**config.mk**
```make
export PLATFORM = sky130hd
export DESIGN_NAME = spi_ctl_port
export DESIGN_NICKNAME = d
export VERILOG_FILES = /design/src/rtl/spi_ctl_port.sv
export SDC_FILE = /design/constraint.sdc
export NUM_CORES = 1
export LEC_CHECK = 0
export CAP_MARGIN = 40
export CELL_PAD_IN_SITES_DETAIL_PLACEMENT = 0
export CELL_PAD_IN_SITES_GLOBAL_PLACEMENT = 1
export CORE_ASPECT_RATIO = 0.75
export CORE_MARGIN = 2
export CORE_UTILIZATION = 41
export DETAILED_ROUTE_END_ITERATION = 8
export HOLD_SLACK_MARGIN = 0.08
export PLACE_DENSITY = 0.85
export SYNTH_ARGS = -nofsm -noshare
export SYNTH_HDL_FRONTEND = slang
export SYNTH_SLANG_ARGS = --single-unit
```
**constraint.sdc**
```tcl
create_clock -name clk -period 2.5 [get_ports clk]
set_clock_uncertainty 0.05 [all_clocks]
set_input_delay 0.25 -clock clk [delete_from_list [all_inputs] [get_ports clk]]
set_output_delay 0.25 -clock clk [all_outputs]
set_load 0.01 [all_outputs]
```
**src/rtl/spi_ctl_port.sv**
```systemverilog
module spi_ctl_port #(
  parameter int          NUM_REGS = 16,
  parameter logic [7:0]  CHIP_ID  = 8'h30
) (
  input  logic                    clk,
  input  logic                    rst_n,
  input  logic                    sel_n,
  input  logic                    ser_clk,
  input  logic                    ser_din,
  output logic                    spi_mode,
  output logic                    wr_en,
  output logic [6:0]              wr_addr,
  output logic [7:0]              wr_data,
  output logic [8*NUM_REGS-1:0]   regs_flat
);
  localparam int IW = (NUM_REGS > 1) ? $clog2(NUM_REGS) : 1;

  typedef enum logic [1:0] {PH_ID, PH_PTR, PH_DATA, PH_SKIP} phase_t;

  logic [2:0] sel_q, sck_q;
  logic [1:0] din_q;
  phase_t     phase;
  logic [2:0] bit_cnt;
  logic [6:0] shreg;
  logic [6:0] ptr;
  logic       auto_inc;
  logic [7:0] bank [NUM_REGS];

  always_ff @(posedge clk or negedge rst_n) begin
    if (!rst_n) begin
      sel_q <= '0;
      sck_q <= '0;
      din_q <= '0;
    end else begin
      sel_q <= {sel_q[1:0], sel_n};
      sck_q <= {sck_q[1:0], ser_clk};
      din_q <= {din_q[0], ser_din};
    end
  end

  wire sel_high  = sel_q[1];
  wire sel_fall  = ~sel_q[1] & sel_q[2];
  wire sck_rise  = sck_q[1] & ~sck_q[2];
  wire bit_ok    = spi_mode & ~sel_high & sck_rise & (phase != PH_SKIP);
  wire byte_done = bit_ok & (bit_cnt == 3'd7);
  wire [7:0] byte_in = {shreg, din_q[1]};
  wire ptr_hit   = int'(ptr) < NUM_REGS;
  wire do_write  = byte_done & (phase == PH_DATA) & ptr_hit;

  always_ff @(posedge clk or negedge rst_n) begin
    if (!rst_n) spi_mode <= 1'b0;
    else if (sel_fall) spi_mode <= 1'b1;
  end

  always_ff @(posedge clk or negedge rst_n) begin
    if (!rst_n) begin
      phase    <= PH_ID;
      bit_cnt  <= '0;
      shreg    <= '0;
      ptr      <= '0;
      auto_inc <= 1'b0;
    end else if (sel_high) begin
      phase   <= PH_ID;
      bit_cnt <= '0;
    end else if (bit_ok) begin
      bit_cnt <= bit_cnt + 3'd1;
      shreg   <= byte_in[6:0];
      if (byte_done) begin
        case (phase)
          PH_ID:   phase <= (byte_in == CHIP_ID) ? PH_PTR : PH_SKIP;
          PH_PTR: begin
            ptr      <= byte_in[6:0];
            auto_inc <= byte_in[7];
            phase    <= PH_DATA;
          end
          PH_DATA: if (auto_inc) ptr <= ptr + 7'd1;
          default: phase <= PH_SKIP;
        endcase
      end
    end
  end

  always_ff @(posedge clk or negedge rst_n) begin
    if (!rst_n) begin
      wr_en   <= 1'b0;
      wr_addr <= '0;
      wr_data <= '0;
      for (int i = 0; i < NUM_REGS; i++) bank[i] <= '0;
    end else begin
      wr_en <= do_write;
      if (do_write) begin
        wr_addr           <= ptr;
        wr_data           <= byte_in;
        bank[ptr[IW-1:0]] <= byte_in;
      end
    end
  end

  for (genvar g = 0; g < NUM_REGS; g++) begin : g_flat
    assign regs_flat[8*g +: 8] = bank[g];
  end
endmodule


```
* Word level (Yosys, flattened, before mapping)
Index checks and enable logic that the tools add are counted.
** Storage, ports and cells
- Register bits after elaboration :: 173
- Input bits :: 5
** Operators by class
- $add $sub $neg :: 2
- Magnitude comparators :: 3
- Equality and inequality tests :: 7
- Muxes and demuxes :: 12
- Bitwise logic cells :: 11
- Reduce and logical (&&, ||, !) cells :: 9
** Operator list (count)
- bitwise mux 128 bit :: 1
- demux 8 bit (select 4 bit) :: 1
- one-hot mux 7 bit (2 select lines) :: 1
- bitwise AND 1 bit :: 8
- equality test 8 x 6 -> 1 bit (second input constant) :: 1
- 2-to-1 mux 2 bit :: 4
- 2-to-1 mux 8 bit :: 1
- adder 7 x 1 -> 7 bit (second input constant) :: 1
- less-than comparator 7 x 5 -> 1 bit (second input constant) :: 1
- 2-to-1 mux 7 bit :: 1
- 2-to-1 mux 3 bit :: 2
- inequality test 2 bit (second input constant) :: 3
- one-hot mux 2 bit (3 select lines) :: 1
- nonzero test 2 bit :: 3
- greater-or-equal comparator 5 bit (second input constant) :: 1
- less-than comparator 5 x 1 -> 1 bit (second input constant) :: 1
- NOT 4 -> 5 bit :: 1
- AND reduction 5 bit :: 1
- AND reduction 4 bit :: 1
- adder 3 x 1 -> 3 bit (second input constant) :: 1
- equality test 3 bit (second input constant) :: 1
- AND reduction 3 bit :: 1
- equality test 2 x 1 -> 1 bit (second input constant) :: 1
- equality test 2 bit (second input constant) :: 1
- other kinds (4) :: 5

* Depth between registers and ports, before layout
- Word-level depth :: 8
- Gate-level depth with buffers :: 7
- Depth with buffers taken out :: 5

* Worst setup path after synthesis
OpenSTA, ideal clock, no wires.
- Kind :: reg-to-reg
- From :: register bit_cnt[0]
- To :: register bank (netlist bit regs_flat[1])
- Data arrival time :: 1.994 ns
- Data required time :: 2.325 ns
- Slack :: 0.331 ns
- Stages on the path, launching flop included :: 8
- Period minus slack after synthesis :: 2.169 ns
- Path through :: dfrtp_1 -> ha_1 -> ha_1 -> clkbuf_1 -> nand2_1 -> or4_1 -> buf_2 -> mux2_4
** Between the ends
- Longest elaborated chain between the ends :: 4
** RTL lines
- from (decl) :: line 23 : logic [2:0] bit_cnt;
- from (signal assigned) :: line 66 : bit_cnt <= bit_cnt + 3'd1;
- equality test 3 bit :: line 45 : wire byte_done = bit_ok & (bit_cnt == 3'd7);
- bitwise AND 1 bit :: line 45
- bitwise AND 1 bit (2 in a row) :: line 48 : wire do_write = byte_done & (phase == PH_DATA) & ptr_hit;
- to (signal, indexed assignment) :: line 94 : bank[ptr[IW-1:0]] <= byte_in;
- to (decl) :: line 27 : logic [7:0] bank [NUM_REGS];
No other way between the ends.
A chain may end at the register's enable or synchronous reset.

* Worst setup path after layout
- From :: register sel_q[1]
- To :: register bank (netlist bit regs_flat[5])
** Between the ends
- Longest elaborated chain between the ends :: 7
** RTL lines
- from (decl) :: line 20 : logic [2:0] sel_q, sck_q;
- from (signal assigned) :: line 35 : sel_q <= {sel_q[1:0], sel_n};
- NOT 1 bit (no line)
- bitwise AND 1 bit (3 in a row) :: line 44 : wire bit_ok = spi_mode & ~sel_high & sck_rise & (phase != PH_SKIP);
- bitwise AND 1 bit :: line 45
- bitwise AND 1 bit (2 in a row) :: line 48
No other way between the ends.

==> results.md <==
- Status: complete, no violations
- Hold path start: ser_clk
- Fmax: 427 MHz
- Post-synth ARST share: 100%
- Setup TNS: 0 ns
- Core Util, Final: 55.8%
- Reg2reg setup slack: 0.16 ns
- ANT nets after route: 0
- Initial DRC count: 219
- Width of the die: 155 um
- IO Count: 150
- Global route total overflow: 0
- Crit path time final: 2.34 ns
- DRC Markers: 0
- Initial antenna violation count: 0
- Syn_nets: 479
- Peak supply drop: 497 uV
- Die area: 0.0181 mm2
- Post-layout nets: 637
- Synthesized area: 0.00699 mm2
- Dpl hpwl: 11,200 um
- Number of fillers in the final layout: 1,356
- Tot GR Track Use: 19.5%
- Routed vias/inst: 5.11
- Peak fanout along the critical path: 8
- Deepest clock path buffer count: 2
- Max_cap viols: 0
- CTS tree: done
- Layout cells sized above 1: 29.8%
- Largest net degree at the start of global routing: 87
- Core area: 0.0168 mm2
- Worst skew pair latency: 0.42 ns
- WP data required: 2.76 ns
- Number of global-route vias before repair: 4,614
- HP Class: input port to register
- Worst Tran Pin Value: 0.830 ns
- Crit share post-route: 93.8%
- Area delta synth->final: 33.8%
- Storage cell area: 0.00433 mm2
- Gpl congestion: 0.781
- Mapped Cells: 468
- Vert. Die Dim: 117 um
- Final Max Slew Viols: 0
- Nature of the critical path endpoint: register
- DRT Pass-1 Iters: 5
- Setup Fix Bufs, Post-CTS: 0
- CP startpoint kind: register
- Diode count: 0
- Clock Pin Slew Worst Setup and Hold Paths: 0.07 ns
- Reg2reg start: sel_q[1]
- Yosys reg bits: 173
- First-pass GRT wire length: 26,700 um
- CTS H-tree depth: 4
- Cts bufs inserted: 17
- Final hold violation count: 0
- Post-Place Setup Slack: 0.190 ns
- Slew Limit Headroom: 44.4%
- Starting density of the core: 41.7%
- Routed len/inst: 19.7 um
- Multi-input gate area: 0.00251 mm2
- Endpoints failing setup: 0
- PortBufs: 149
- Via count: 4,359
- Ys Warns: 0
- Post-synthesis sequential area ratio: 61.9%
- RSZ-0062 raised after global routing: no
- Worst EP arrival: 2.60 ns
- EDFF count, synth: 0
- Pwr dens: 622 mW/mm2
- Most used DFF post-synth: dfrtp_1
- Crit path from: sel_q[1]
- # rows: 41
- Min Hold Slack: 0.223 ns
- Crit path kind: register to register
- Cell variety after synth: 37
- # clock sinks: 173
- Worst Setup Slack, final: 0.156 ns
- Total power: 5820 uW
- Avg Cell Area, Syn: 14.9 um2
- P_leak: 0.00460 uW
- CTS Root Cell: clkbuf_16
- Routed WL: 16,800 um
report_power, final:
group / internal [uW] / leakage (uW) / total (uW) / switching, uW
logic: 92.2 / 0.00195 / 399 / 307
registers: 2840 / 0.00239 / 2910 / 71.9
clock network: 1400 / 0.000268 / 2510 / 1110
layer usage:
metal,track usage [%],up-vias,part of all wire (%)
li1,-,1958,-
met1,25.9,2269,45
met2,32.1,114,49
met3,5.56,18,5.2
met4,4.88,0,1.0
met5,0,-,0
repair_timing:
item | CTS | global route
hold buffers | 1 | 0
endpoints found under the hold margin | 46 | 0
endpoints found under the setup margin | 0 | 0
resized for setup | 0 | 0
cells in the mapped netlist (2+ instances only):
cell	instances	share of area [%]
a21oi_1	6	0.43
a2bb2oi_1	3	0.38
and2_1	5	0.45
buf_2	6	0.43
clkbuf_1	24	1.3
dfrtp_1	173	62
ha_1	6	1.1
inv_1	6	0.32
mux2_1	16	2.6
mux2_2	93	15
mux2_4	32	6.9
nand2_1	38	2.0
nand2b_1	3	0.27
nand3_1	3	0.21
nand4_1	4	0.36
nor2_1	5	0.27
nor3_2	3	0.43
nor3_4	10	2.3
o21ai_0	10	0.72
o22ai_1	2	0.18
or4_1	4	0.43
layout by cell type, fill, tap and decap left out, types with 2 or more instances in the layout:
master / synthesis / routed
clkinv_2: 0 / 3
nor3_4: 10 / 10
clkinv_4: 0 / 2
mux2_4: 32 / 32
clkdlybuf4s50_1: 0 / 148
inv_6: 0 / 2
inv_1: 6 / 6
dfrtp_1: 173 / 173
mux2_2: 93 / 93
nand2_1: 38 / 38
buf_4: 1 / 19
a21oi_1: 6 / 6
nor2_1: 5 / 5
nand3_1: 3 / 3
ha_1: 6 / 6
clkbuf_16: 0 / 17
mux2_1: 16 / 16
a2bb2oi_1: 3 / 3
or4_1: 4 / 4
nand2b_1: 3 / 3
o21ai_0: 10 / 10
and2_1: 5 / 5
o22ai_1: 2 / 2
nand4_1: 4 / 4
clkinvlp_4: 0 / 3
nor3_2: 3 / 3
sequential cells by signal (all words and copies together), names as in the netlist, 3 cells and up:
register	cells
regs_flat	128
sck_q	3
shreg	7
wr_data	8
wr_addr	7
ptr	7
sel_q	3
bit_cnt	3
per-stage QoR:
| step | instances | area, um2 |
|---|---|---|
| 2_1_floorplan | 468 | 6990 |
| 3_3_place_gp | 821 | 8790 |
| 3_5_place_dp | 821 | 8790 |
| 4_1_cts | 853 | 9350 |
| 5_1_grt | 853 | 9350 |
| 6_report | 853 | 9350 |
worst max-delay path, stage by stage, from the launching register on:
cell      delay, ns
dfrtp_1        0.42
and4bb_1       0.43
nand4_4        0.15
or4_1          0.78
mux2_4         0.39
cell type report:
cell class | instances | share of cell area [%]
Multi-Input combinational cell | 258 | 26.8
Clock buffer | 19 | 4.74
Sequential cell | 173 | 46.3
Clock inverter | 12 | 1.22
Inverter | 6 | 0.241
Timing Repair Buffer | 170 | 17.8
Tap cell | 215 | 2.88
worst paths after layout:
kind | endpoint | depth (start not counted)
min in group asynchronous | regs_flat[42] | 2
setup reg to reg | regs_flat[5] | 4
max in group asynchronous | wr_addr[4] | 3
setup / recovery | regs_flat[5] | 4
hold / removal | sck_q[0] | 1
hold reg to reg | sck_q[1] | 0
cell families (layout without fill, tap and decap cells):
family	Yosys count	in the layout	synth area share [%]
AO/OA/AOI/OAI	26	26	2.26
XOR/XNOR	1	1	0.125
adder cells (fa/ha/maj)	6	6	1.07
buffers and inverters	37	207	2.15
flip-flops	173	173	61.9
multiplexers	142	142	24.6
AND/OR/NAND/NOR	83	83	7.88
No activity file was read; power rests on OpenSTA's default activity.
